===== config.mk =====
export PLATFORM = sky130hd
export DESIGN_NAME = wp_unit
export DESIGN_NICKNAME = d
export VERILOG_FILES = /design/src/rtl/wp_pkg.sv /design/src/rtl/wp_mask_norm.sv /design/src/rtl/wp_match.sv /design/src/rtl/wp_prio.sv /design/src/rtl/wp_unit.sv
export SDC_FILE = /design/constraint.sdc
export NUM_CORES = 1
export LEC_CHECK = 0
export ABC_AREA = 0
export CAP_MARGIN = 20
export CORE_AREA = 5 5 117 119
export DETAILED_ROUTE_END_ITERATION = 8
export DIE_AREA = 0 0 122 124
export PLACE_DENSITY_LB_ADDON = 0.05
export SETUP_SLACK_MARGIN = 0.02
export SLEW_MARGIN = 20
export SYNTH_ARGS = -nofsm -noshare
export SYNTH_HDL_FRONTEND = slang
export SYNTH_SLANG_ARGS = --single-unit
export TNS_END_PERCENT = 10

===== constraint.sdc =====
create_clock -name clk -period 2.7 [get_ports clk]
set_input_delay 0.405 -clock clk [delete_from_list [all_inputs] [get_ports clk]]
set_output_delay 0.405 -clock clk [all_outputs]
set_load 0.01 [all_outputs]

===== src/rtl/wp_pkg.sv =====
package wp_pkg;

    typedef enum logic {
        WP_SEL_ADDR = 1'b0,
        WP_SEL_CTRL = 1'b1
    } wp_sel_e;

    typedef struct packed {
        logic ld;
        logic st;
    } wp_dir_t;

endpackage


===== src/rtl/wp_mask_norm.sv =====
module wp_mask_norm #(
    parameter int MASK_W = 6
) (
    input  logic              clk,
    input  logic              rst_n,
    input  logic [MASK_W-1:0] field_raw,
    output logic [MASK_W-1:0] field_norm
);

    always_comb begin
        logic keep;
        keep = 1'b1;
        for (int i = MASK_W - 1; i >= 0; i--) begin
            keep          = keep & field_raw[i];
            field_norm[i] = keep;
        end
    end

    logic [MASK_W-1:0] inv_norm;
    assign inv_norm = ~field_norm;

    // the result is a run of leading ones
    a_r5_norm_contiguous: assert property (@(posedge clk) disable iff (!rst_n)
        ((inv_norm & (inv_norm + 1'b1)) == '0));

    // truncation only clears bits, it never sets one
    a_r5_norm_subset: assert property (@(posedge clk) disable iff (!rst_n)
        ((field_norm & ~field_raw) == '0));

endmodule


===== src/rtl/wp_match.sv =====
module wp_match #(
    parameter int ADDR_W = 32,
    parameter int MASK_W = 6
) (
    input  logic              clk,
    input  logic              rst_n,
    input  logic [ADDR_W-1:0] wp_addr,
    input  logic [MASK_W-1:0] wp_mask,
    input  wp_pkg::wp_dir_t   wp_en,
    input  logic              acc_valid,
    input  logic [ADDR_W-1:0] acc_addr,
    input  wp_pkg::wp_dir_t   acc_dir,
    output logic              match
);

    localparam int HI_W = ADDR_W - MASK_W;

    logic [ADDR_W-1:0] full_mask;
    logic              addr_eq;
    logic              dir_ok;

    assign full_mask = {{HI_W{1'b1}}, wp_mask};
    assign addr_eq   = ((acc_addr & full_mask) == (wp_addr & full_mask));
    assign dir_ok    = (acc_dir.ld & wp_en.ld) | (acc_dir.st & wp_en.st);
    assign match     = acc_valid & dir_ok & addr_eq;

    // a watchpoint with both enables clear stays silent
    a_r6_disarmed_silent: assert property (@(posedge clk) disable iff (!rst_n)
        (!wp_en.ld && !wp_en.st) |-> !match);

endmodule


===== src/rtl/wp_prio.sv =====
module wp_prio #(
    parameter int N     = 4,
    parameter int IDX_W = 2
) (
    input  logic             clk,
    input  logic             rst_n,
    input  logic [N-1:0]     req,
    output logic             any,
    output logic [IDX_W-1:0] idx
);

    always_comb begin
        idx = '0;
        for (int i = N - 1; i >= 0; i--) begin
            if (req[i]) begin
                idx = IDX_W'(i);
            end
        end
    end

    assign any = |req;

    // the reported index is itself a request
    a_r7_idx_requested: assert property (@(posedge clk) disable iff (!rst_n)
        any |-> req[idx]);

    // no lower-numbered request was passed over
    a_r7_lowest_wins: assert property (@(posedge clk) disable iff (!rst_n)
        any |-> ((req & ~({N{1'b1}} << idx)) == '0));

endmodule


===== src/rtl/wp_unit.sv =====
module wp_unit #(
    parameter int NUM_BP = 4,
    parameter int ADDR_W = 32,
    parameter int MASK_W = 6,
    localparam int IDX_W = (NUM_BP > 1) ? $clog2(NUM_BP) : 1
) (
    input  logic              clk,
    input  logic              rst_n,
    input  logic              wr_en,
    input  logic              wr_ctrl,
    input  logic [IDX_W-1:0]  wr_idx,
    input  logic [ADDR_W-1:0] wr_data,
    input  logic              acc_valid,
    input  logic [ADDR_W-1:0] acc_addr,
    input  logic              acc_load,
    input  logic              acc_store,
    output logic              bp_hit,
    output logic [IDX_W-1:0]  bp_idx
);

    localparam int LD_BIT = MASK_W;
    localparam int ST_BIT = MASK_W + 1;

    typedef struct packed {
        logic [ADDR_W-1:0] addr;
        logic [MASK_W-1:0] mask;
        wp_pkg::wp_dir_t   en;
    } wp_entry_t;

    wp_entry_t [NUM_BP-1:0] bp_d, bp_q;
    logic [MASK_W-1:0]      norm_mask;
    logic [NUM_BP-1:0]      match_vec;
    wp_pkg::wp_dir_t        acc_dir;
    wp_pkg::wp_sel_e        sel;

    assign acc_dir.ld = acc_load;
    assign acc_dir.st = acc_store;
    assign sel        = wp_pkg::wp_sel_e'(wr_ctrl);

    wp_mask_norm #(.MASK_W(MASK_W)) i_norm (
        .clk        (clk),
        .rst_n      (rst_n),
        .field_raw  (wr_data[MASK_W-1:0]),
        .field_norm (norm_mask)
    );

    always_comb begin
        bp_d = bp_q;
        if (wr_en && (int'(wr_idx) < NUM_BP)) begin
            if (sel == wp_pkg::WP_SEL_CTRL) begin
                bp_d[wr_idx].mask   = norm_mask;
                bp_d[wr_idx].en.ld  = wr_data[LD_BIT];
                bp_d[wr_idx].en.st  = wr_data[ST_BIT];
            end else begin
                bp_d[wr_idx].addr   = wr_data;
            end
        end
    end

    always_ff @(posedge clk) begin
        if (!rst_n) begin
            bp_q <= '0;
        end else begin
            bp_q <= bp_d;
        end
    end

    for (genvar g = 0; g < NUM_BP; g++) begin : g_cmp
        wp_match #(.ADDR_W(ADDR_W), .MASK_W(MASK_W)) i_match (
            .clk       (clk),
            .rst_n     (rst_n),
            .wp_addr   (bp_q[g].addr),
            .wp_mask   (bp_q[g].mask),
            .wp_en     (bp_q[g].en),
            .acc_valid (acc_valid),
            .acc_addr  (acc_addr),
            .acc_dir   (acc_dir),
            .match     (match_vec[g])
        );
    end

    wp_prio #(.N(NUM_BP), .IDX_W(IDX_W)) i_prio (
        .clk   (clk),
        .rst_n (rst_n),
        .req   (match_vec),
        .any   (bp_hit),
        .idx   (bp_idx)
    );

    // stored configuration only changes after a write
    a_r8_hold_without_write: assert property (@(posedge clk) disable iff (!rst_n)
        !wr_en |=> $stable(bp_q));

    // no access, no hit
    a_r9_idle_no_hit: assert property (@(posedge clk) disable iff (!rst_n)
        !acc_valid |-> !bp_hit);

    // index parks at zero without a hit
    a_r10_idx_zero: assert property (@(posedge clk) disable iff (!rst_n)
        !bp_hit |-> (bp_idx == '0));

endmodule


== Yosys cells after proc, flatten, opt, wreduce, memory -nomap -nowiden ==
Cells that the tools add are included.

* Register bits after elaboration: 160
* Output and inout port bits: 3
* Bits of input ports: 73

* $lt $le $gt $ge: 2
* Mux-type cells: 17
* Bitwise operators: 33
* Reductions and logical operators: 2
* Eq/ne operators: 4

{| class="wikitable"
|+ Operator list
! operator !! number
|-
| 160-bit bitwise mux || 4
|-
| 40-bit demux with 2-bit select || 4
|-
| 32-bit bitwise AND || 8
|-
| 160-bit two-way mux || 1
|-
| 32-bit equality test || 4
|-
| 40-bit two-way mux || 1
|-
| 1-bit bitwise AND || 21
|-
| 2-bit two-way mux || 5
|-
| 8-bit two-way mux || 1
|-
| 1-bit bitwise OR || 4
|-
| 4-bit OR reduction || 1
|-
| 2-bit by 3-bit < comparator with 1-bit output (second input constant) || 1
|-
| 2-bit by 1-bit greater-or-equal comparator with 1-bit output (second input constant) || 1
|-
| 1-bit logical AND || 1
|-
| 1-bit two-way mux || 1
|}

== Longest topological paths before layout ==
Gate-level depths: netlist of the first run.

* Word-level depth: 9
* Depth in mapped cells: 7
* Mapped depth without buffers: 6

== Cells and area by module ==
Synthesis of the first run repeated with hierarchy kept, for this count alone.

* Cells, all modules: 770
* Area total of the unflattened synthesis: 7,509.7 um2

{| class="wikitable"
|+ By module, submodules not included
! module !! area an instance (um2) !! cells an instance !! instances
|-
| wp_unit || 5,843.1 || 569 || 1
|-
| wp_match || 395.4 || 47 || 4
|-
| wp_mask_norm || 50.0 || 6 || 1
|-
| wp_prio || 35.0 || 7 || 1
|}

== Least setup slack after synthesis of the first run ==
Ideal clock, no wire load.

* Path kind: input -> output
* From: in acc_addr[16]
* To: out bp_idx[1]
* Stages: 7
* Path slack: 736 ps
* Data arrival time: 1,559 ps
* Path through: buf_6 > xnor2_2 > nand4_1 > a221o_2 > nor4_2 > nor2b_1 > nor3_2

* Word-level cells in the longest chain between the ends: 7

{| class="wikitable"
|+ RTL lines
! element !! RTL line !! RTL
|-
| start: declaration || wp_unit.sv:14 || <nowiki>input logic [ADDR_W-1:0] acc_addr,</nowiki>
|-
| 32-bit bitwise AND || wp_match.sv:23 || <nowiki>assign addr_eq = ((acc_addr & full_mask) == (wp_addr & full_mask));</nowiki>
|-
| 32-bit equality test || wp_match.sv:23 ||
|-
| 1-bit bitwise AND || wp_match.sv:25 || <nowiki>assign match = acc_valid & dir_ok & addr_eq;</nowiki>
|-
| 2-bit two-way mux (3 in a row) || wp_prio.sv:15 || <nowiki>if (req[i]) begin</nowiki>
|-
| 2-bit two-way mux (*) || wp_prio.sv:15 ||
|-
| end: declaration || wp_unit.sv:18 || <nowiki>output logic [IDX_W-1:0] bp_idx</nowiki>
|}

Every way passes the cells marked *; elsewhere a longest branch is shown, timed or not.

== Worst setup path after layout of the first run ==
* From: reg bp_q[60] (netlist bit)
* To: out bp_idx[0]

* Word-level cells in the longest chain between the ends: 5

{| class="wikitable"
|+ RTL lines
! element !! RTL line !! RTL
|-
| start: declaration || wp_unit.sv:30 || <nowiki>wp_entry_t [NUM_BP-1:0] bp_d, bp_q;</nowiki>
|-
| start signal: assignment || wp_unit.sv:64 || <nowiki>bp_q <= bp_d;</nowiki>
|-
| 32-bit bitwise AND || wp_match.sv:23 ||
|-
| 32-bit equality test || wp_match.sv:23 ||
|-
| 1-bit bitwise AND || wp_match.sv:25 ||
|-
| 2-bit two-way mux (2 in a row) || wp_prio.sv:15 ||
|}

No other way between the ends.

==> results_dict.tcl, run 1 <==
set metrics [dict create \
    status "finished with violations" \
    violations "setup timing" \
    initial_core_util 0.610 \
    routed_wirelength_um 22700 \
    vias_per_cell 5.68 \
    antenna_found_initial 1 \
    hold_depth 2 \
    die_w_um 122 \
    ys_ff_latch 160 \
    grt_overflow_total 0 \
    hpwl_um 15400 \
    synth_edf_count 0 \
    r2r-start "bp_q[153]$_SDFFE_PN0P_" \
    reg2reg_depth 2 \
    cts_root_buffer "clkbuf_16" \
    finalHoldViolCount 0 \
    ff_latch_area_um2 3210 \
    async_flop_share 0 \
    drc_errors 0 \
    fin_tns_setup_ns -0.0439 \
    syn_avg_cell_area_um2 8.45 \
    pre_cts_ws_ns -0.682 \
    final-setup-viol-count 2 \
    ys.flop_type "dfxtp_1" \
    synth_top_family_by_area "simple AND/OR/NAND/NOR gates" \
    synth_largest_area_cell "dfxtp_1" \
    synthSimpleGateAreaFrac 0.220 \
    worstSetupPathType "register to output pin" \
    grt_pass1_vias 6854 \
    cts_buffers 17 \
    drtAntennaViolNets 0 \
    syn_nets 972 \
    globalplace.congestion 0.909 \
    hold_class "register to register" \
    finalPower_mw 5.37 \
    clockBufferDepth 2 \
    ctsHoldBuffers 0 \
    p_leak_nw 3.62 \
    min_delay_worst_endpoint "bp_q[125]$_SDFFE_PN0P_" \
    firstDrtPassIters 5 \
    yosysSeqAreaShare 0.421 \
    tightest_slew_ns 0.643 \
    synthXorXnorAreaFrac 0.148 \
    clk_latency_ns 0.42 \
    synth_adder_area_share 0 \
    synth_compound_area_frac 0.162 \
    n_antenna_cell 0 \
    yosys-top-cells-area "dfxtp_1, nand2_1, a21boi_0, xor2_1, xnor2_1" \
    synth_top_area_share 0.421 \
    synth_cell_types 33 \
    r2r_end "bp_q[153]$_SDFFE_PN0P_" \
    maxCapViolations 0 \
    fp.coreArea_um2 12500 \
    fmax_mhz 365 \
    crit_required_ns 2.30 \
    ff2ff_setup_slack_ns 1.95 \
    worstPathArrival_ns 2.33 \
    dieArea_um2 15100 \
    netlist_top_cells_count "nand2_1, dfxtp_1, a21boi_0" \
    syn_area_um2 7600 \
    fill_cells 922 \
    top_register "bp_q" \
    htreeDepth 4 \
    crit_fanout 3 \
    pin_count 76 \
    grt_max_degree 75 \
    yosys_warnings 0 \
    rsz0062_at_grt "yes" \
    reg_top3 "bp_q: 160 flops" \
    grt_usage 0.313 \
    multi_input_comb_area_um2 4300 \
    ir_worst_vdd_mv 0.438 \
    largest_reg_flops 160 \
    first_iter_violations 565 \
    avgRoutedWirePerCell_um 19.3 \
    io_buffers 75 \
    critPathCaptureType "output pin" \
    maxSlewViolCount 0 \
    clock-sinks 160 \
    finalClockSkew_ns 0 \
    netlist_instances 899 \
    worst_slack_ns -0.0394 \
    grt_pass1_wl_um 35800 \
    final_nets 1067 \
    min_from "bp_q[125]$_SDFFE_PN0P_" \
    max_slew_margin 0.571 \
    drive_gt1_frac 0.120 \
    fin_crit_sh 1.01 \
    yosys-mux-area-fraction 0.0158 \
    power_density_nw_per_um2 569 \
    yosysMostFrequentCell "nand2_1" \
    vias 6682 \
    die_h_um 124 \
    rows 41 \
    cts.clk_slew.worst_paths_ns 0.06 \
    cts_tree "built" \
    period_needed_ns 2.74 \
    start_kind "register" \
    area_growth_pct 24.2 \
]
[cells by family after synthesis]
group / count (synthesis)
AOI/OAI and AO/OA: 165
xor gates and xnor gates: 128
buffers and inverters: 52
DFF: 160
muxes: 12
and+or+nand+nor: 382
[critical path, stage by stage (launching register included)]
cell and delay, ns:
dfxtp_2 0.33, xor2_1 0.17, nor4_1 0.32, buf_4 0.18
nand4_1 0.15, nor4_4 0.34, a21oi_1 0.08, nor2_1 0.18
buf_2 0.17
[how the worst max path moves through the flow]
stage,start,to,slack (ns),cells after the start
floorplan,acc_addr[16],bp_idx[1],0.74,7
global placement,acc_addr[24],bp_idx[1],-0.58,8
detailed placement,acc_addr[24],bp_idx[1],-0.68,8
CTS,bp_q[158]$_SDFFE_PN0P_,bp_idx[1],-0.08,8
global route,bp_q[60]$_SDFFE_PN0P_,bp_idx[0],-0.13,8
finish,bp_q[60]$_SDFFE_PN0P_,bp_idx[0],-0.04,8
[metal layers]
metal | share of wire | vias up | GRT usage
met5 | 0.00035 | - | 0
met4 | 0.047 | 2 | 0.181
met3 | 0.077 | 76 | 0.0713
met2 | 0.49 | 303 | 0.541
met1 | 0.39 | 3169 | 0.358
li1 | - | 3132 | -
[timing repair]
item / in CTS / in global routing
gates resized for setup: 63 / 8
setup buffers: 1 / 2
pin swaps: 21 / 9
setup endpoints to repair: 3 / 3
[layout make-up]
type,instances,share of cell area
clock inverters,6,0.00848
repair buffers,128,0.120
well taps,172,0.0228
clock buffers,24,0.0532
flip-flops and latches,160,0.340
multi-input cells,687,0.456
[cell usage in the layout, fill, tap and decap left out, types with 2 or more instances in the layout]
| cell | count |
|---|---|
| a21boi_0 | 133 |
| a21boi_1 | 7 |
| a221o_1 | 2 |
| a221oi_2 | 2 |
| a22oi_1 | 9 |
| and2_1 | 11 |
| and3_1 | 2 |
| buf_12 | 2 |
| buf_2 | 3 |
| buf_4 | 50 |
| buf_6 | 2 |
| bufinv_16 | 2 |
| clkbuf_1 | 2 |
| clkbuf_16 | 17 |
| clkbuf_8 | 5 |
| clkdlybuf4s50_1 | 42 |
| clkinv_2 | 4 |
| dfxtp_1 | 156 |
| dfxtp_2 | 4 |
| dlygate4sd2_1 | 26 |
| dlymetal6s2s_1 | 2 |
| mux2i_1 | 12 |
| nand2_1 | 301 |
| nand3_1 | 2 |
| nand3_2 | 2 |
| nand4_1 | 16 |
| nor2_1 | 6 |
| nor2b_1 | 15 |
| nor3_4 | 2 |
| nor4_1 | 8 |
| nor4_2 | 10 |
| nor4_4 | 3 |
| o21ai_0 | 8 |
| xnor2_1 | 33 |
| xnor2_2 | 5 |
| xor2_1 | 87 |
| xor2_2 | 3 |
[through the flow]
stage / std cells / util / area (µm²) / hold WS [ns]
2_1_floorplan: 899 / - / 7600 / 0.443
3_3_place_gp: 1145 / 0.701 / 8730 / 0.450
6_report: 1177 / 0.757 / 9440 / 0.469
5_1_grt: 1177 / 0.757 / 9440 / 0.489
3_5_place_dp: 1145 / 0.701 / 8730 / 0.462
4_1_cts: 1176 / 0.756 / 9420 / 0.470
[where the power goes]
part | internal [mW] | switching, mW | total (mW)
Sequential | 2.41 | 0.0313 | 2.44
Clock | 1.47 | 0.896 | 2.36
Combinational | 0.255 | 0.312 | 0.566
No activity file was read; power rests on OpenSTA's default activity.
==> run 2, diff against run 1 <==
Settings changed: SKIP_LAST_GASP set to 1.
==> run 2 against run 1 <==
Net effect: the flow still finishes with violations (setup timing); worst hold slack better by 0.00088 ns; flip-flop and latch count unchanged; sequential power about the same; total power up 0.14%; first-iteration DRC count down 8.1%; routed wire length about the same; critical path type unchanged; largest power group unchanged.
==> results_dict.tcl, run 2 (same netlist as run 1, synthesis figures left out) <==
set metrics [dict create \
    status "finished with violations" \
    violations "setup timing" \
    cp_slowest_stage_delay_ns 0.34 \
    p_seq_frac 0.454 \
    cp-startpoint "bp_q[60]$_SDFFE_PN0P_" \
    worst_slack_ns -0.0490 \
    firstDrtPassIters 5 \
    largest_reg_flops 160 \
    use_met1 0.358 \
    clkPwrFrac 0.441 \
    finalClockSkew_ns 0 \
    fin_util 0.758 \
    reg_top3 "bp_q: 160 flops" \
    clock-sinks 160 \
    fmax_mhz 364 \
    dieArea_um2 15100 \
    rows 41 \
    drtAntennaViolNets 0 \
    ff2ff_setup_slack_ns 1.96 \
    hpwl_um 15400 \
    hold_depth 2 \
    mostFrequentLayoutCell "nand2_1" \
    grt_pass1_wl_um 35800 \
    switching_share 0.232 \
    cts.clk_slew.worst_paths_ns 0.06 \
    maxCapViolations 0 \
    finalHoldViolCount 0 \
    maxSlewViolCount 0 \
    ctsHoldBuffers 0 \
    critPathCaptureType "output pin" \
    busiest_layer "met2" \
    grt_util_met2 0.541 \
    slowest_stage "nor4_4" \
    routed_wirelength_um 22700 \
    grt_pass1_vias 6852 \
    rsz0062_at_grt "yes" \
    tightest_slew_ns 0.652 \
    r2r_end "bp_q[153]$_SDFFE_PN0P_" \
    first_iter_violations 519 \
    htreeDepth 4 \
    initial_core_util 0.610 \
    start_kind "register" \
    avgRoutedWirePerCell_um 19.3 \
    grt_use_met3 0.0708 \
    p_sw_mw 1.25 \
    hold_class "register to register" \
    cts_root_buffer "clkbuf_16" \
    grt_max_degree 75 \
    n_antenna_cell 0 \
    p_comb_frac 0.106 \
    p_leak_nw 3.63 \
    worstSetupPathType "register to output pin" \
    pre_cts_ws_ns -0.682 \
    cts_buffers 17 \
    multi_input_comb_area_um2 4310 \
    area_growth_pct 24.3 \
    max_slew_margin 0.565 \
    antenna_found_initial 1 \
    pin_count 76 \
    io_buffers 75 \
    min_delay_worst_endpoint "bp_q[125]$_SDFFE_PN0P_" \
    dp_cells 1145 \
    min_from "bp_q[125]$_SDFFE_PN0P_" \
    stdcell_count 1177 \
    vias_per_cell 5.66 \
    top_register "bp_q" \
    crit_chain "xor2_1 -> nor4_1 -> buf_4 -> nand4_1 -> nor4_4 -> a21oi_1 -> nor2_1 -> buf_2" \
    final-setup-viol-count 2 \
    vias 6657 \
    die_w_um 122 \
    fill_cells 921 \
    grt_usage 0.313 \
    ff_latch_area_um2 3210 \
    reg2reg_depth 2 \
    clk_latency_ns 0.42 \
    layout_common_cells "nand2_1, dfxtp_1, a21boi_0, xor2_1, buf_4" \
    r2r-start "bp_q[153]$_SDFFE_PN0P_" \
    cellInternalPower_mw 4.13 \
    power_density_nw_per_um2 569 \
    fp.coreArea_um2 12500 \
    period_needed_ns 2.75 \
    clockBufferDepth 2 \
    die_h_um 124 \
    grt_overflow_total 0 \
    crit_fanout 3 \
    drive_gt1_frac 0.120 \
    crit_required_ns 2.30 \
    fin_crit_sh 1.02 \
    cts_tree "built" \
    ir_worst_vdd_mv 0.441 \
    final_nets 1067 \
    worstPathArrival_ns 2.34 \
    drc_errors 0 \
    globalplace.congestion 0.909 \
]
## run 2: worst max-delay path: cells and delay by family (launching register included)
family | cells | cell delay [ns]
simple gates | 4 | 0.99
buf+inv | 2 | 0.35
flops | 1 | 0.33
xor+xnor | 1 | 0.17
compound gates | 1 | 0.08
## run 2: worst max path at each step
stage,depth (start not counted),slack (ns),to
after global routing,8,-0.14,bp_idx[0]
after global placement,8,-0.58,bp_idx[1]
after detailed placement,8,-0.68,bp_idx[1]
after CTS,8,-0.08,bp_idx[1]
after floorplan,7,0.74,bp_idx[1]
final,8,-0.05,bp_idx[0]
## run 2: area by class of cell
| class | instances | share of cell area |
|---|---|---|
| clock buffers | 24 | 0.0531 |
| clock inverters | 6 | 0.00847 |
| multi-input cells | 687 | 0.456 |
| flip-flops and latches | 160 | 0.339 |
| well taps | 172 | 0.0228 |
| repair buffers | 128 | 0.120 |
## run 2: repair_timing
action                                  in CTS  in global routing
endpoints found under the setup margin       3                  3
gates cloned                                 0                  0
gates resized for setup                     59                 12
pin swaps                                   20                 10
hold endpoints to repair                     0                  0
setup buffers                                1                  2
## run 2: power groups by stage
| stage | Combinational, mW | Sequential (mW) | Clock, mW |
|---|---|---|---|
| after floorplan | 0.257 | 2.48 | 0 |
| after global placement | 0.545 | 2.49 | 0 |
| after detailed placement | 0.551 | 2.49 | 0 |
| after CTS | 0.558 | 2.44 | 2.39 |
| after global routing | 0.604 | 2.44 | 2.49 |
| final | 0.568 | 2.44 | 2.37 |
## run 2: stage by stage
step	hold WS, ns	area, µm²	total power, mW	setup TNS, ns
4_1_cts	0.470	9420	5.38	-0.215
6_report	0.470	9450	5.38	-0.0519
3_5_place_dp	0.462	8730	3.04	-1.86
3_3_place_gp	0.450	8730	3.03	-1.65
5_1_grt	0.489	9450	5.54	-0.349
2_1_floorplan	0.443	7600	2.74	0
## run 2: metal layers
layer / wire (µm) / vias to the layer above / part of all wire
li1: - / 3132 / -
met1: 8830 / 3177 / 0.39
met2: 11200 / 273 / 0.49
met3: 1680 / 73 / 0.074
met4: 1000 / 2 / 0.044
met5: 8 / - / 0.00035
